--- src/rtl/march_pkg.sv ---
// Package: shared types and the element program of the march sequence.
// Assumes a one-bit RAM. Operation code: bit 1 = write, bit 0 = data bit.
package march_pkg;

    localparam int NUM_ELEMS = 18;
    localparam int ELEM_W    = 5;

    typedef enum logic [1:0] {
        OP_R0 = 2'b00,
        OP_R1 = 2'b01,
        OP_W0 = 2'b10,
        OP_W1 = 2'b11
    } op_e;

    typedef struct packed {
        logic       up;     // 1: ascending sweep
        logic [1:0] nops;   // operations per address, 1..3
        op_e        op0;
        op_e        op1;
        op_e        op2;
    } elem_t;

    // Returns the program entry for one element index.
    function automatic elem_t elem_rom(input logic [ELEM_W-1:0] idx);
        elem_t e;
        case (idx)
            5'd0:    e = '{1'b1, 2'd1, OP_W0, OP_R0, OP_R0};
            5'd1:    e = '{1'b1, 2'd2, OP_R0, OP_W1, OP_R0};
            5'd2:    e = '{1'b0, 2'd1, OP_R1, OP_R0, OP_R0};
            5'd3:    e = '{1'b1, 2'd2, OP_R1, OP_W0, OP_R0};
            5'd4:    e = '{1'b0, 2'd1, OP_R0, OP_R0, OP_R0};
            5'd5:    e = '{1'b0, 2'd2, OP_R0, OP_W1, OP_R0};
            5'd6:    e = '{1'b1, 2'd1, OP_R1, OP_R0, OP_R0};
            5'd7:    e = '{1'b0, 2'd2, OP_R1, OP_W0, OP_R0};
            5'd8:    e = '{1'b1, 2'd1, OP_R0, OP_R0, OP_R0};
            5'd9:    e = '{1'b1, 2'd3, OP_R0, OP_W1, OP_W0};
            5'd10:   e = '{1'b0, 2'd1, OP_R0, OP_R0, OP_R0};
            5'd11:   e = '{1'b0, 2'd3, OP_R0, OP_W1, OP_W0};
            5'd12:   e = '{1'b1, 2'd1, OP_R0, OP_R0, OP_R0};
            5'd13:   e = '{1'b1, 2'd1, OP_W1, OP_R0, OP_R0};
            5'd14:   e = '{1'b1, 2'd3, OP_R1, OP_W0, OP_W1};
            5'd15:   e = '{1'b0, 2'd1, OP_R1, OP_R0, OP_R0};
            5'd16:   e = '{1'b0, 2'd3, OP_R1, OP_W0, OP_W1};
            5'd17:   e = '{1'b1, 2'd1, OP_R1, OP_R0, OP_R0};
            default: e = '{1'b1, 2'd1, OP_R0, OP_R0, OP_R0};
        endcase
        return e;
    endfunction

endpackage

--- src/rtl/march_addr_gen.sv ---
// Address sweeper: loads the first address of an element (0 or the top)
// and steps up or down one address at a time.
// Assumes load and step are never requested in the same cycle.
module march_addr_gen #(
    parameter int ADDR_W = 4
) (
    input  logic              clk,
    input  logic              rst_n,
    input  logic              load,
    input  logic              load_up,
    input  logic              step,
    input  logic              dir_up,
    output logic [ADDR_W-1:0] addr,
    output logic              at_end
);
    localparam logic [ADDR_W-1:0] TOP = {ADDR_W{1'b1}};

    // Address register: element start load or single step.
    always_ff @(posedge clk) begin
        if (!rst_n)
            addr <= '0;
        else if (load)
            addr <= load_up ? '0 : TOP;
        else if (step)
            addr <= dir_up ? addr + 1'b1 : addr - 1'b1;
    end

    // Last address of the current sweep direction.
    always_comb at_end = dir_up ? (addr == TOP) : (addr == '0);

endmodule

--- src/rtl/march_seq.sv ---
// Sequencer: walks element and operation indices, decides when the
// address moves and when the run ends. It drains one cycle for the final
// read's comparison and then pulses done for one cycle.
// Assumes the address generator reports the sweep end in the same cycle.
module march_seq
    import march_pkg::*;
(
    input  logic              clk,
    input  logic              rst_n,
    input  logic              start,
    input  logic              at_end,
    output logic              running,
    output op_e               op,
    output logic [ELEM_W-1:0] elem,
    output logic              dir_up,
    output logic              addr_load,
    output logic              addr_load_up,
    output logic              addr_step,
    output logic              clear,
    output logic              done
);
    typedef enum logic [1:0] {S_IDLE, S_RUN, S_DRAIN, S_FIN} state_e;

    state_e            state_q;
    logic [ELEM_W-1:0] elem_q;
    logic [1:0]        opi_q;
    elem_t             cur;
    elem_t             nxt;
    logic              op_last;
    logic              elem_last;
    logic              launch;
    logic              next_elem;

    // Decode the current element and the advance conditions.
    always_comb begin
        cur       = elem_rom(elem_q);
        nxt       = elem_rom(elem_q + 1'b1);
        running   = (state_q == S_RUN);
        launch    = (state_q == S_IDLE) && start;
        op_last   = (opi_q == cur.nops - 2'd1);
        elem_last = (elem_q == ELEM_W'(NUM_ELEMS - 1));
        next_elem = running && op_last && at_end && !elem_last;
        case (opi_q)
            2'd0:    op = cur.op0;
            2'd1:    op = cur.op1;
            default: op = cur.op2;
        endcase
    end

    // Address generator controls and status outputs.
    always_comb begin
        elem         = elem_q;
        dir_up       = cur.up;
        addr_load    = launch || next_elem;
        addr_load_up = launch ? elem_rom('0).up : nxt.up;
        addr_step    = running && op_last && !at_end;
        clear        = launch;
        done         = (state_q == S_FIN);
    end

    // State, element index and operation index registers.
    always_ff @(posedge clk) begin
        if (!rst_n) begin
            state_q <= S_IDLE;
            elem_q  <= '0;
            opi_q   <= '0;
        end else begin
            case (state_q)
                S_IDLE: if (start) begin
                    state_q <= S_RUN;
                    elem_q  <= '0;
                    opi_q   <= '0;
                end
                S_RUN: begin
                    if (op_last) begin
                        opi_q <= '0;
                        if (at_end) begin
                            if (elem_last) state_q <= S_DRAIN;
                            else           elem_q  <= elem_q + 1'b1;
                        end
                    end else begin
                        opi_q <= opi_q + 2'd1;
                    end
                end
                S_DRAIN: state_q <= S_FIN;
                default: state_q <= S_IDLE;
            endcase
        end
    end

endmodule

--- src/rtl/march_resp.sv ---
// Response checker: remembers what a read expects, compares the bit the
// RAM returns one cycle later, and latches the first failure.
// Assumes one cycle of read latency and clear only between runs.
module march_resp
    import march_pkg::*;
#(
    parameter int ADDR_W = 4
) (
    input  logic              clk,
    input  logic              rst_n,
    input  logic              clear,
    input  logic              rd_issue,
    input  logic              exp_bit,
    input  logic [ADDR_W-1:0] addr,
    input  logic [ELEM_W-1:0] elem,
    input  logic              rdata,
    output logic              err,
    output logic [ADDR_W-1:0] err_addr,
    output logic [ELEM_W-1:0] err_elem
);
    logic              pend_q;
    logic              exp_q;
    logic [ADDR_W-1:0] paddr_q;
    logic [ELEM_W-1:0] pelem_q;
    logic              miss;

    // Hold the expectation of the read in flight.
    always_ff @(posedge clk) begin
        if (!rst_n) begin
            pend_q  <= 1'b0;
            exp_q   <= 1'b0;
            paddr_q <= '0;
            pelem_q <= '0;
        end else begin
            pend_q  <= rd_issue;
            exp_q   <= exp_bit;
            paddr_q <= addr;
            pelem_q <= elem;
        end
    end

    // Mismatch of the returned bit.
    always_comb miss = pend_q && (rdata != exp_q);

    // Sticky flag and first-failure capture.
    always_ff @(posedge clk) begin
        if (!rst_n || clear) begin
            err      <= 1'b0;
            err_addr <= '0;
            err_elem <= '0;
        end else if (miss && !err) begin
            err      <= 1'b1;
            err_addr <= paddr_q;
            err_elem <= pelem_q;
        end
    end

endmodule

--- src/rtl/march_bist_ctrl.sv ---
// Top: march self-test controller for a one-bit single-port RAM.
// Issues one operation per clock, checks reads one cycle later and
// reports done with the first failure. Assumes a RAM with 2**ADDR_W cells.
module march_bist_ctrl
    import march_pkg::*;
#(
    parameter int ADDR_W = 4
) (
    input  logic              clk,
    input  logic              rst_n,
    input  logic              start,
    output logic [ADDR_W-1:0] mem_addr,
    output logic              mem_wdata,
    output logic              mem_we,
    output logic              mem_re,
    input  logic              mem_rdata,
    output logic              done,
    output logic              err,
    output logic [ADDR_W-1:0] err_addr,
    output logic [ELEM_W-1:0] err_elem
);
    logic              running;
    op_e               op;
    logic [ELEM_W-1:0] elem;
    logic              dir_up;
    logic              addr_load;
    logic              addr_load_up;
    logic              addr_step;
    logic              clear;
    logic              at_end;
    logic [ADDR_W-1:0] addr;

    march_seq i_seq (
        .clk          (clk),
        .rst_n        (rst_n),
        .start        (start),
        .at_end       (at_end),
        .running      (running),
        .op           (op),
        .elem         (elem),
        .dir_up       (dir_up),
        .addr_load    (addr_load),
        .addr_load_up (addr_load_up),
        .addr_step    (addr_step),
        .clear        (clear),
        .done         (done)
    );

    march_addr_gen #(.ADDR_W(ADDR_W)) i_addr (
        .clk     (clk),
        .rst_n   (rst_n),
        .load    (addr_load),
        .load_up (addr_load_up),
        .step    (addr_step),
        .dir_up  (dir_up),
        .addr    (addr),
        .at_end  (at_end)
    );

    // RAM command decode from the current operation code.
    always_comb begin
        mem_addr  = addr;
        mem_wdata = op[0];
        mem_we    = running && op[1];
        mem_re    = running && !op[1];
    end

    march_resp #(.ADDR_W(ADDR_W)) i_resp (
        .clk      (clk),
        .rst_n    (rst_n),
        .clear    (clear),
        .rd_issue (mem_re),
        .exp_bit  (op[0]),
        .addr     (addr),
        .elem     (elem),
        .rdata    (mem_rdata),
        .err      (err),
        .err_addr (err_addr),
        .err_elem (err_elem)
    );

endmodule

--- config.mk ---
export PLATFORM = sky130hd
export DESIGN_NAME = march_bist_ctrl
export DESIGN_NICKNAME = d
export VERILOG_FILES = /design/src/rtl/march_pkg.sv /design/src/rtl/march_addr_gen.sv /design/src/rtl/march_seq.sv /design/src/rtl/march_resp.sv /design/src/rtl/march_bist_ctrl.sv
export SDC_FILE = /design/constraint.sdc
export NUM_CORES = 1
export LEC_CHECK = 0
export ABC_AREA = 1
export BUFFER_PORTS_ARGS = -buffer_cell sky130_fd_sc_hd__buf_2
export CAP_MARGIN = 20
export CORE_UTILIZATION = 46
export CTS_CLUSTER_SIZE = 16
export DETAILED_ROUTE_END_ITERATION = 8
export PLACE_DENSITY = 0.74
export SLEW_MARGIN = 20
export SYNTH_ARGS = -nofsm -noshare
export SYNTH_HDL_FRONTEND = slang
export SYNTH_SLANG_ARGS = --single-unit
--- constraint.sdc ---
create_clock -name clk -period 2.15 [get_ports clk]
set_input_delay 0 -clock clk [delete_from_list [all_inputs] [get_ports clk]]
set_output_delay 0 -clock clk [all_outputs]
set_load 0.03 [all_outputs]
==> results.sh <==
export IMPL_drt_total_wl_mm=3.92
export IMPL_htreeDepth=2
export IMPL_ir_drop_uv=340
export IMPL_pin_count=22
export IMPL_slew_violations=0
export IMPL_cp_required_ns=2.38
export IMPL_reg2reg_slack_ns=0.20
export IMPL_die_h_um=68.9
export IMPL_final_common_cell="nand2_1"
export IMPL_setup_tns_final_ns=0
export IMPL_arrival_ns=2.19
export IMPL_mostFrequentLayoutCells="71 x nand2_1, 42 x dfxtp_1, 32 x inv_1"
export IMPL_wl_per_cell_um=11.2
export IMPL_hpwl_mm=3.03
export IMPL_cts_sinks=42
export IMPL_grt_overflow_total=0
export IMPL_crit_path_end_kind="flip-flop"
export IMPL_antenna_diode_count=0
export IMPL_initial_utilization_pct=49.7
export IMPL_fin_nets=318
export IMPL_wl_met3_um=193
export IMPL_drt_initial_drc_count=84
export IMPL_drcViolationCount=0
export IMPL_grt_max_degree=21
export IMPL_p_leak_uw=0.00114
export IMPL_port_buffers=21
export IMPL_min_path_type="input port to flip-flop"
export IMPL_syn_num_nets=290
export IMPL_power_density_mw_per_mm2=952
export IMPL_dr_pass1_iters=4
export IMPL_grt_pass1_wl_mm=6.44
export IMPL_r2r_start="i_seq.state_q[0]"
export IMPL_ant_nets=0
export IMPL_wl_met1_mm=1.91
export IMPL_setup_violations=0
export IMPL_clk_path_buf_depth=2
export IMPL_dpl_cell_area_mm2=0.00224
export IMPL_ys_warnings_count=0
export IMPL_design_area_mm2=0.00234
export IMPL_area_growth_pct=13.9
export IMPL_clock_skew_ns=0.00539
export IMPL_grt_pass1_vias=1553
export IMPL_crit_start="i_seq.state_q[0]"
export IMPL_syn_area_mm2=0.00206
export IMPL_cts_tree="yes"
export IMPL_postSynthCellCount=272
export IMPL_tightest_slew_ns=0.347
export IMPL_track_usage_pct=18.3
export IMPL_core_area_mm2=0.00414
export IMPL_vias=1772
export IMPL_antenna_found_initial=0
export IMPL_status="finished clean"
export IMPL_r2r_end="i_seq.cur[7]"
export IMPL_drive_gt1_share_pct=17.3
export IMPL_fmax_mhz=512
export IMPL_avgViaCountPerCell=5.05
export IMPL_synth_cell_types=31
export IMPL_fin_hold_ws_ns=0.104
export IMPL_yosys_area_top_type_share_pct=40.8
export IMPL_die_w_um=68.9
export IMPL_drv_cap=0
export IMPL_top_layer_used="met4"
export IMPL_ff2ff_path_depth=10
export IMPL_relSlewSlack_pct=76.9
export IMPL_ys_top_cells_by_area="dfxtp_1 41%, nand2_1 13%, ha_1 7.9%"
export IMPL_cp_start_kind="flip-flop"
export IMPL_finalHoldViolCount=0
export IMPL_clk_latency_ns=0.29
export IMPL_seq_area_frac_synth_pct=40.8
export IMPL_min_period_ns=1.95
export IMPL_synth_seq_cells=42
export IMPL_root_buffer="clkbuf_8"
export IMPL_syn_avg_cell_area_um2=7.57
export IMPL_wl_met2_mm=1.73
export IMPL_rsz0062_at_grt="true"
export IMPL_timing_final_crit_share_pct=90.8
export IMPL_clkSlewWorstSetupHoldPaths_ns=0.08
export IMPL_cts_inserted_buffers=5
export IMPL_num_rows=23
export IMPL_routabilityCongestion=0.864
export IMPL_yosys_area_top_type="dfxtp_1"
export IMPL_crit_end="i_seq.cur[7]"
export IMPL_die_area_mm2=0.00475
export IMPL_crit_fanout=8
export IMPL_worstSetupPathType="flip-flop to flip-flop"
-- metrics by stage --
step	setup WS [ns]	utilization (%)	cells	power (uW)
after floorplan	0.328	-	272	1540
after global routing	-0.00364	56.6	351	2390
after detailed placement	0.118	54.0	343	1720
final	0.198	56.6	351	2230
after global placement	0.214	54.0	343	1700
after CTS	0.0981	56.3	351	2240
-- worst min-delay path by stage --
stage | start | endpoint | slack, ns | depth (start not counted)
detailed placement | rst_n | i_resp.paddr_q[0] | 0.41 | 3
finish | rst_n | i_resp.paddr_q[0] | 0.10 | 3
global placement | rst_n | i_resp.paddr_q[3] | 0.42 | 3
global route | rst_n | i_resp.paddr_q[0] | 0.11 | 3
CTS | rst_n | i_resp.paddr_q[0] | 0.09 | 3
floorplan | rst_n | i_seq.opi_q[0] | 0.18 | 2
-- repair_timing --
action,4_1_cts,5_1_grt
hold buffers,0,0
endpoints found under the hold margin,0,0
buffers inserted,0,0
resized for setup,0,4
endpoints found under the setup margin,0,11
-- metal layers --
layer	global-route usage, %	vias to the layer above
li1	-	931
met1	21.7	791
met2	30.3	44
met3	4.93	6
met4	8.42	0
met5	0	-
-- final cells by class --
type / count / area (um2)
fillers: 399 / 1800
well taps: 50 / 62.6
repair buffers: 24 / 128
inverters: 36 / 135
clock inverters: 2 / 12.5
multi-input cells: 191 / 1080
flip-flops and latches: 42 / 841
clock buffers: 6 / 82.6
-- worst max-delay path, stage by stage (launching register included) --
cell and delay, ns:
dfxtp_1 0.35, inv_1 0.11, ha_2 0.24, nand2_1 0.15
o21ai_4 0.13, nand4_4 0.20, o21ai_4 0.29, nand2_1 0.13
nor2_1 0.12, nand2_1 0.09, nand4_1 0.08
-- Yosys cell counts (all sizes together) --
cell type,count
nand2,72
dfxtp,42
inv,35
nor2,28
a21oi,21
o21ai,15
nand3,14
ha,13
nand4,8
a31oi,4
clkbuf,3
nor3,3
or2,3
xnor2,3
a22o,2
xor2,2
clkinv,1
fa,1
o211ai,1
o22ai,1
-- flip-flops by register name, indices dropped and copies added, names as in the netlist --
name             flops
i_resp.pelem_q       5
i_seq.opi_q          2
i_resp.err           1
i_resp.paddr_q       4
i_seq.state_q        2
i_resp.exp_q         1
i_seq.cur            8
i_resp.err_addr      4
i_addr.addr          4
i_resp.err_elem      5
i_resp.pend_q        1
i_seq.elem           5
-- report_power, final --
part           total (uW)  leakage, uW  switching, uW  internal, uW
Sequential            946     0.000341           76.5           869
Combinational         771     0.000756            510           261
Clock                 516    0.0000472            259           258
Total                2230      0.00114            845          1390
-- cell families (layout without fill, tap and decap cells) --
family	count (synthesis)	after routing	share of synthesized area, %
simple gates	128	128	27.2
compound gates	44	44	13.9
flops	42	42	40.8
buf+inv	39	68	7.11
fa+ha+maj	14	14	8.87
xor+xnor	5	5	2.13
(Power assumes the default switching activity.)
